<file path="config.mk">
export PLATFORM = sky130hd
export DESIGN_NAME = gpio_edge_irq_top
export DESIGN_NICKNAME = d
export VERILOG_FILES = /design/src/rtl/gpio_edge_pkg.sv /design/src/rtl/gpio_pin_sync.sv /design/src/rtl/gpio_bank_edge.sv /design/src/rtl/gpio_irq_combine.sv /design/src/rtl/gpio_edge_irq_top.sv
export SDC_FILE = /design/constraint.sdc
export NUM_CORES = 1
export LEC_CHECK = 0
export ABC_AREA = 1
export ABC_CLOCK_PERIOD_IN_PS = 4740
export CAP_MARGIN = 20
export CORE_MARGIN = 4
export CORE_UTILIZATION = 35
export CTS_BUF_LIST = sky130_fd_sc_hd__clkbuf_8 sky130_fd_sc_hd__clkbuf_16
export CTS_CLUSTER_SIZE = 16
export DETAILED_ROUTE_END_ITERATION = 12
export PLACE_DENSITY_LB_ADDON = 0.08
export RECOVER_POWER = 50
export SLEW_MARGIN = 10
export SYNTH_ARGS = -nofsm -noshare
export SYNTH_HDL_FRONTEND = slang
export SYNTH_HIERARCHICAL = 1
export SYNTH_SLANG_ARGS = --single-unit
</file>
<file path="constraint.sdc">
create_clock -name clk -period 4.74 [get_ports clk]
set_input_delay 0.474 -clock clk [delete_from_list [all_inputs] [get_ports clk]]
set_output_delay 0.474 -clock clk [all_outputs]
set_load 0.01 [all_outputs]
</file>
<file path="src/rtl/gpio_edge_pkg.sv">
package gpio_edge_pkg;

  // Register base offsets for the first bank; banks advance by 4 bytes
  localparam int RISE_BASE  = 'h030;
  localparam int FALL_BASE  = 'h03C;
  localparam int STAT_BASE  = 'h048;
  // Banks beyond the low group live in the upper address page
  localparam int HIGH_PAGE  = 'h100;
  localparam int BANK_STEP  = 4;

  function automatic int reg_addr(input int base, input int bank, input int low_banks);
    if (bank < low_banks) return base + BANK_STEP * bank;
    return HIGH_PAGE + base + BANK_STEP * (bank - low_banks);
  endfunction

  // Fixed set of pins per bank that may wake a halted system
  function automatic logic [31:0] wake_set(input int bank);
    case (bank)
      0:       return 32'h8003_FE1B;
      1:       return 32'h0020_01FC;
      2:       return 32'hEC08_0000;
      3:       return 32'h0012_007F;
      default: return 32'h0000_0000;
    endcase
  endfunction

endpackage

</file>
<file path="src/rtl/gpio_pin_sync.sv">
module gpio_pin_sync #(
  parameter int W = 32
) (
  input  logic         clk,
  input  logic         rst_n,
  input  logic [W-1:0] pin_i,
  output logic [W-1:0] level_o,
  output logic [W-1:0] prev_o
);

  logic [W-1:0] meta_q;
  logic [W-1:0] level_q;
  logic [W-1:0] prev_q;

  always_ff @(posedge clk or negedge rst_n) begin
    if (!rst_n) begin
      meta_q  <= '0;
      level_q <= '0;
      prev_q  <= '0;
    end else begin
      meta_q  <= pin_i;
      level_q <= meta_q;
      prev_q  <= level_q;
    end
  end

  assign level_o = level_q;
  assign prev_o  = prev_q;

endmodule

</file>
<file path="src/rtl/gpio_bank_edge.sv">
module gpio_bank_edge #(
  parameter int           W         = 32,
  parameter logic [W-1:0] WAKE_MASK = '0
) (
  input  logic         clk,
  input  logic         rst_n,
  input  logic [W-1:0] level_i,
  input  logic [W-1:0] prev_i,
  input  logic [W-1:0] dir_i,
  input  logic         halted_i,
  input  logic         rise_we_i,
  input  logic         fall_we_i,
  input  logic         clr_we_i,
  input  logic [W-1:0] wdata_i,
  output logic [W-1:0] rise_o,
  output logic [W-1:0] fall_o,
  output logic [W-1:0] status_o,
  output logic         wake_hit_o
);

  logic [W-1:0] rise_q, fall_q, status_q;
  logic [W-1:0] is_input, changed, up_evt, down_evt, set_vec, clr_mask;

  always_comb begin
    is_input = ~dir_i;
    changed  = level_i ^ prev_i;
    up_evt   = rise_q & level_i & ~prev_i;
    down_evt = fall_q & ~level_i & prev_i;
    set_vec  = is_input & (up_evt | down_evt);
    clr_mask = clr_we_i ? wdata_i : '0;
  end

  always_ff @(posedge clk or negedge rst_n) begin
    if (!rst_n) begin
      rise_q   <= '0;
      fall_q   <= '0;
      status_q <= '0;
    end else begin
      if (rise_we_i) rise_q <= wdata_i;
      if (fall_we_i) fall_q <= wdata_i;
      // a set event outranks a simultaneous clear
      status_q <= (status_q & ~clr_mask) | set_vec;
    end
  end

  assign wake_hit_o = halted_i & (|(changed & is_input & WAKE_MASK));
  assign rise_o     = rise_q;
  assign fall_o     = fall_q;
  assign status_o   = status_q;

  AST_STATUS_STICKY: assert property (@(posedge clk) disable iff (!rst_n)
    1'b1 |=> ((($past(status_q) & ~$past(clr_mask)) & ~status_q) == '0))
    else $error("status bit dropped without clear");

  AST_CLEAR_TAKES: assert property (@(posedge clk) disable iff (!rst_n)
    clr_we_i |=> ((status_q & $past(wdata_i) & ~$past(~dir_i & (level_i ^ prev_i))) == '0))
    else $error("cleared bit still set");

  AST_SET_NEEDS_INPUT_CHANGE: assert property (@(posedge clk) disable iff (!rst_n)
    1'b1 |=> ((status_q & ~$past(status_q) & ~$past(~dir_i & (level_i ^ prev_i))) == '0))
    else $error("status set without an input-pin change");

endmodule

</file>
<file path="src/rtl/gpio_irq_combine.sv">
module gpio_irq_combine #(
  parameter int NB = 4,
  parameter int BW = 32
) (
  input  logic [NB*BW-1:0] status_i,
  output logic             irq0_o,
  output logic             irq1_o,
  output logic             shared_o
);

  assign irq0_o   = status_i[0];
  assign irq1_o   = status_i[1];
  assign shared_o = |status_i[NB*BW-1:2];

endmodule

</file>
<file path="src/rtl/gpio_edge_irq_top.sv">
module gpio_edge_irq_top #(
  parameter int NUM_BANKS = 4,
  parameter int BANK_W    = 32,
  parameter int ADDR_W    = 9,
  parameter int LOW_BANKS = 3
) (
  input  logic                        clk,
  input  logic                        rst_n,
  input  logic [NUM_BANKS*BANK_W-1:0] pin_i,
  input  logic [NUM_BANKS*BANK_W-1:0] dir_i,
  input  logic                        halted_i,
  input  logic                        wr_en_i,
  input  logic [ADDR_W-1:0]           wr_addr_i,
  input  logic [BANK_W-1:0]           wr_data_i,
  input  logic [ADDR_W-1:0]           rd_addr_i,
  output logic [BANK_W-1:0]           rd_data_o,
  output logic                        irq_pin0_o,
  output logic                        irq_pin1_o,
  output logic                        irq_shared_o,
  output logic                        wake_o
);
  import gpio_edge_pkg::*;

  localparam int PIN_W = NUM_BANKS * BANK_W;

  logic [PIN_W-1:0]     level_v, prev_v, status_flat;
  logic [BANK_W-1:0]    rise_v [NUM_BANKS];
  logic [BANK_W-1:0]    fall_v [NUM_BANKS];
  logic [BANK_W-1:0]    stat_v [NUM_BANKS];
  logic [NUM_BANKS-1:0] wake_hits;
  logic                 wake_q;

  gpio_pin_sync #(.W(PIN_W)) u_sync (
    .clk     (clk),
    .rst_n   (rst_n),
    .pin_i   (pin_i),
    .level_o (level_v),
    .prev_o  (prev_v)
  );

  for (genvar b = 0; b < NUM_BANKS; b++) begin : g_bank
    localparam logic [ADDR_W-1:0] A_RISE = ADDR_W'(reg_addr(RISE_BASE, b, LOW_BANKS));
    localparam logic [ADDR_W-1:0] A_FALL = ADDR_W'(reg_addr(FALL_BASE, b, LOW_BANKS));
    localparam logic [ADDR_W-1:0] A_STAT = ADDR_W'(reg_addr(STAT_BASE, b, LOW_BANKS));
    localparam logic [BANK_W-1:0] MASK   = BANK_W'(wake_set(b));

    logic rise_we, fall_we, clr_we;
    assign rise_we = wr_en_i && (wr_addr_i == A_RISE);
    assign fall_we = wr_en_i && (wr_addr_i == A_FALL);
    assign clr_we  = wr_en_i && (wr_addr_i == A_STAT);

    gpio_bank_edge #(.W(BANK_W), .WAKE_MASK(MASK)) u_bank (
      .clk        (clk),
      .rst_n      (rst_n),
      .level_i    (level_v[b*BANK_W +: BANK_W]),
      .prev_i     (prev_v[b*BANK_W +: BANK_W]),
      .dir_i      (dir_i[b*BANK_W +: BANK_W]),
      .halted_i   (halted_i),
      .rise_we_i  (rise_we),
      .fall_we_i  (fall_we),
      .clr_we_i   (clr_we),
      .wdata_i    (wr_data_i),
      .rise_o     (rise_v[b]),
      .fall_o     (fall_v[b]),
      .status_o   (stat_v[b]),
      .wake_hit_o (wake_hits[b])
    );

    assign status_flat[b*BANK_W +: BANK_W] = stat_v[b];
  end

  always_comb begin
    rd_data_o = '0;
    for (int b = 0; b < NUM_BANKS; b++) begin
      if (rd_addr_i == ADDR_W'(reg_addr(RISE_BASE, b, LOW_BANKS))) rd_data_o = rise_v[b];
      if (rd_addr_i == ADDR_W'(reg_addr(FALL_BASE, b, LOW_BANKS))) rd_data_o = fall_v[b];
      if (rd_addr_i == ADDR_W'(reg_addr(STAT_BASE, b, LOW_BANKS))) rd_data_o = stat_v[b];
    end
  end

  gpio_irq_combine #(.NB(NUM_BANKS), .BW(BANK_W)) u_irq (
    .status_i (status_flat),
    .irq0_o   (irq_pin0_o),
    .irq1_o   (irq_pin1_o),
    .shared_o (irq_shared_o)
  );

  always_ff @(posedge clk or negedge rst_n) begin
    if (!rst_n) wake_q <= 1'b0;
    else        wake_q <= |wake_hits;
  end

  assign wake_o = wake_q;

  AST_WAKE_NEEDS_HALT: assert property (@(posedge clk) disable iff (!rst_n)
    wake_o |-> $past(halted_i))
    else $error("wake without halt");

endmodule

</file>
==> metrics.txt <==
status=finished with violations; failing checks=max-capacitance violations, max-slew violations; DRT Wirelength=103900 µm; total of max-cap violations=1; final setup vio count=0; Cell variety after synth=43; CP dominant cell by count=nor2_1; Worst Path Buf+Inv=4; GP Congestion=0.8358; crit end category=output pin; clock sinks=769; DR DRC count=0; first drt pass iteration count=5; Final TNS setup=0 ns; Hold EP=u_sync/level_o[17]$_DFF_PN0_; Synth Net Count=3610; chip height=308.4 µm; WP data required=4.27 ns; Core Rows=109; flop2flop setup slack=2.61 ns; syn_area_per_cell=9.571 µm²; Yosys top cell by area=dfrtp_1; register area=19240 µm²; via/cell ratio=4.806; peak supply drop=0.0002508 V; most frequent cells in the layout=855 x nand2_1, 769 x dfrtp_1, 432 x inv_1; Avg WL per Cell=21.11 µm; Critical Path AT=3.53 ns; Min-Delay Path Class=flop to flop; H-tree depth=3; initial antenna violation count=4; Root Buffer=clkbuf_16; Synth top area share=60.93%; power per cell area=372.8 nW/µm²; layout cell share with drive strength beyond 1=8.868%; Leak=0.01881 µW; commonest non-fill, non-tap cell in the layout=nand2_1; clk_lat worst skew=0.64 ns; Placeable Area=88920 µm²; Final WS setup=0.7347 ns; footprint of the multi-input gates=10210 µm²; Iteration-0 DRC Markers=1700; slew margin rel.=-97.90%; largest cells by area after synthesis=dfrtp_1 61%, nand2_1 10%, inv_1 5.0%; dpl ws=0.7077 ns; hold path start=u_sync/meta_q[17]$_DFF_PN0_; Crit path largest cell delay=0.58 ns; Critical R2R Capture=wake_o$_DFF_PN0_; Worst Tran Pin Value=2.969 ns; mapped cell area=31580 µm²; GR Overflow Total=0; Final HPWL DP=76780 µm; Tcrit/Tclk final=84.50%; Max Fclk=249.7 MHz; CP cell instances=clkdlybuf4s50_1, inv_2, buf_4, nand3_2, nor2_1, nor2_1, nand4_1, nor2_1, nand4_1, nand2_1, nand2_1, clkdlybuf4s50_1; EDFF count, synth=0; worst setup path category=primary input to output pin; startpoint types=primary input; Initial Utilization=35.52%; #FFs+latches synth=769; clock input transition at the sequential cells of the worst setup and hold paths=0.06 ns; Synth async-reset ratio=100.0%; CP Max Fanout=62; Slew Viols, Final=95; Critical Path Slowest Stage Cell=buf_4; Die Width=308.4 µm; fin crit period=4.005 ns; number of global-route vias before repair=24090; Layout area overhead=24.90%; Critical path origin=rd_addr_i[8]; CTS Buffer Depth=3; Yosys warning count=6; number of I/O pins=346; clk_skew=0.01903 ns; Nets=3996; register area share after synthesis=60.93%; reg2reg path depth=8; CTS tree=done; GRT Total Usage=21.83%; Syn Inst Count=3300; Pwr Total=14710 µW; first-pass GRT wire length=153700 µm; Largest delay share family, worst path=buffers and inverters; port bufs=345; largest net degree at the start of global routing=111; Top FF cell, synth=dfrtp_1; Routed Antenna Nets=0; CTS Buf Count=87; Via Count=23660; die area=95110 µm²; Fill cells=8581; Hold Path Stages=0; WHS=0.3420 ns; reg-to-reg startpoint=u_sync/level_o[31]$_DFF_PN0_; Hold Fails Final Rpt=0; RSZ-0062 raised after global routing=false
[sequential cells by signal (all words and copies together) (netlist names)]
name	count
g_bank.u_bank/status_o	128
u_sync/meta_q	128
wake_o	1
u_sync/level_o	128
g_bank.u_bank/fall_o	128
u_sync/prev_o	128
g_bank.u_bank/rise_o	128
[cells in the mapped netlist, types with 14 or more instances]
cell type  count
nor2_1       210
o21ai_0      146
o21a_1        62
inv_1        417
a22o_1        29
clkbuf_1      14
o21ai_1       48
nand4_1       75
o31ai_1       62
nand2_1      855
mux2_4        40
buf_2         67
o22ai_1       38
dfrtp_1      769
a21oi_1      137
nand3_1      181
mux2_2        45
[cells by family (layout without fill, tap and decap cells)]
family,Yosys count,count (layout),synth area share (%)
muxes,91,91,3.720
DFF,769,769,60.93
AOI/OAI and AO/OA,523,523,9.773
buffers and inverters,539,994,7.063
and+or+nand+nor,1378,1378,18.52
other,0,2,0
[power breakdown]
group / internal (µW) / switching, µW
Combinational: 370 / 485
Sequential: 6830 / 175
Clock: 4100 / 2760
[how the worst max path moves through the flow]
stage / end / slack, ns / depth (start not counted)
2_1_floorplan: rd_data_o[22] / 2.58 / 12
3_3_place_gp: rd_data_o[17] / 0.78 / 13
3_5_place_dp: rd_data_o[27] / 0.71 / 13
4_1_cts: rd_data_o[27] / 0.69 / 13
5_1_grt: u_sync/meta_q[56]$_DFF_PN0_ / 0.51 / 3
6_report: rd_data_o[27] / 0.73 / 12
[routing by layer]
metal | global-route usage (%) | vias to the layer above | part of all wire, %
met5 | 0 | - | 0.026
met2 | 38.92 | 508 | 51
met1 | 27.33 | 11560 | 42
li1 | - | 11430 | -
met3 | 3.681 | 154 | 4.1
met4 | 6.245 | 4 | 2.7
[layout make-up]
class,count,share of cell area [%]
multi-input combinational,1992,25.88
antenna,2,0.01269
inverter,434,4.130
timing repair buffer,402,10.05
sequential,769,48.78
tap,1165,3.695
clock inverter,43,0.8690
clock buffer,115,6.581
[timing repair]
action,in CTS,in global routing
hold buffers,1,0
hold endpoints to repair,86,0
setup buffers,0,0
resized for setup,0,0
[metrics by stage]
step	util (%)	instances	area, µm²
4_1_cts	44.39	4920	39470
3_5_place_dp	41.07	4761	36520
3_3_place_gp	41.05	4760	36500
5_1_grt	44.36	4921	39450
6_report	44.36	4922	39450
2_1_floorplan	-	3300	31580
No activity file was read; power rests on OpenSTA's default activity.
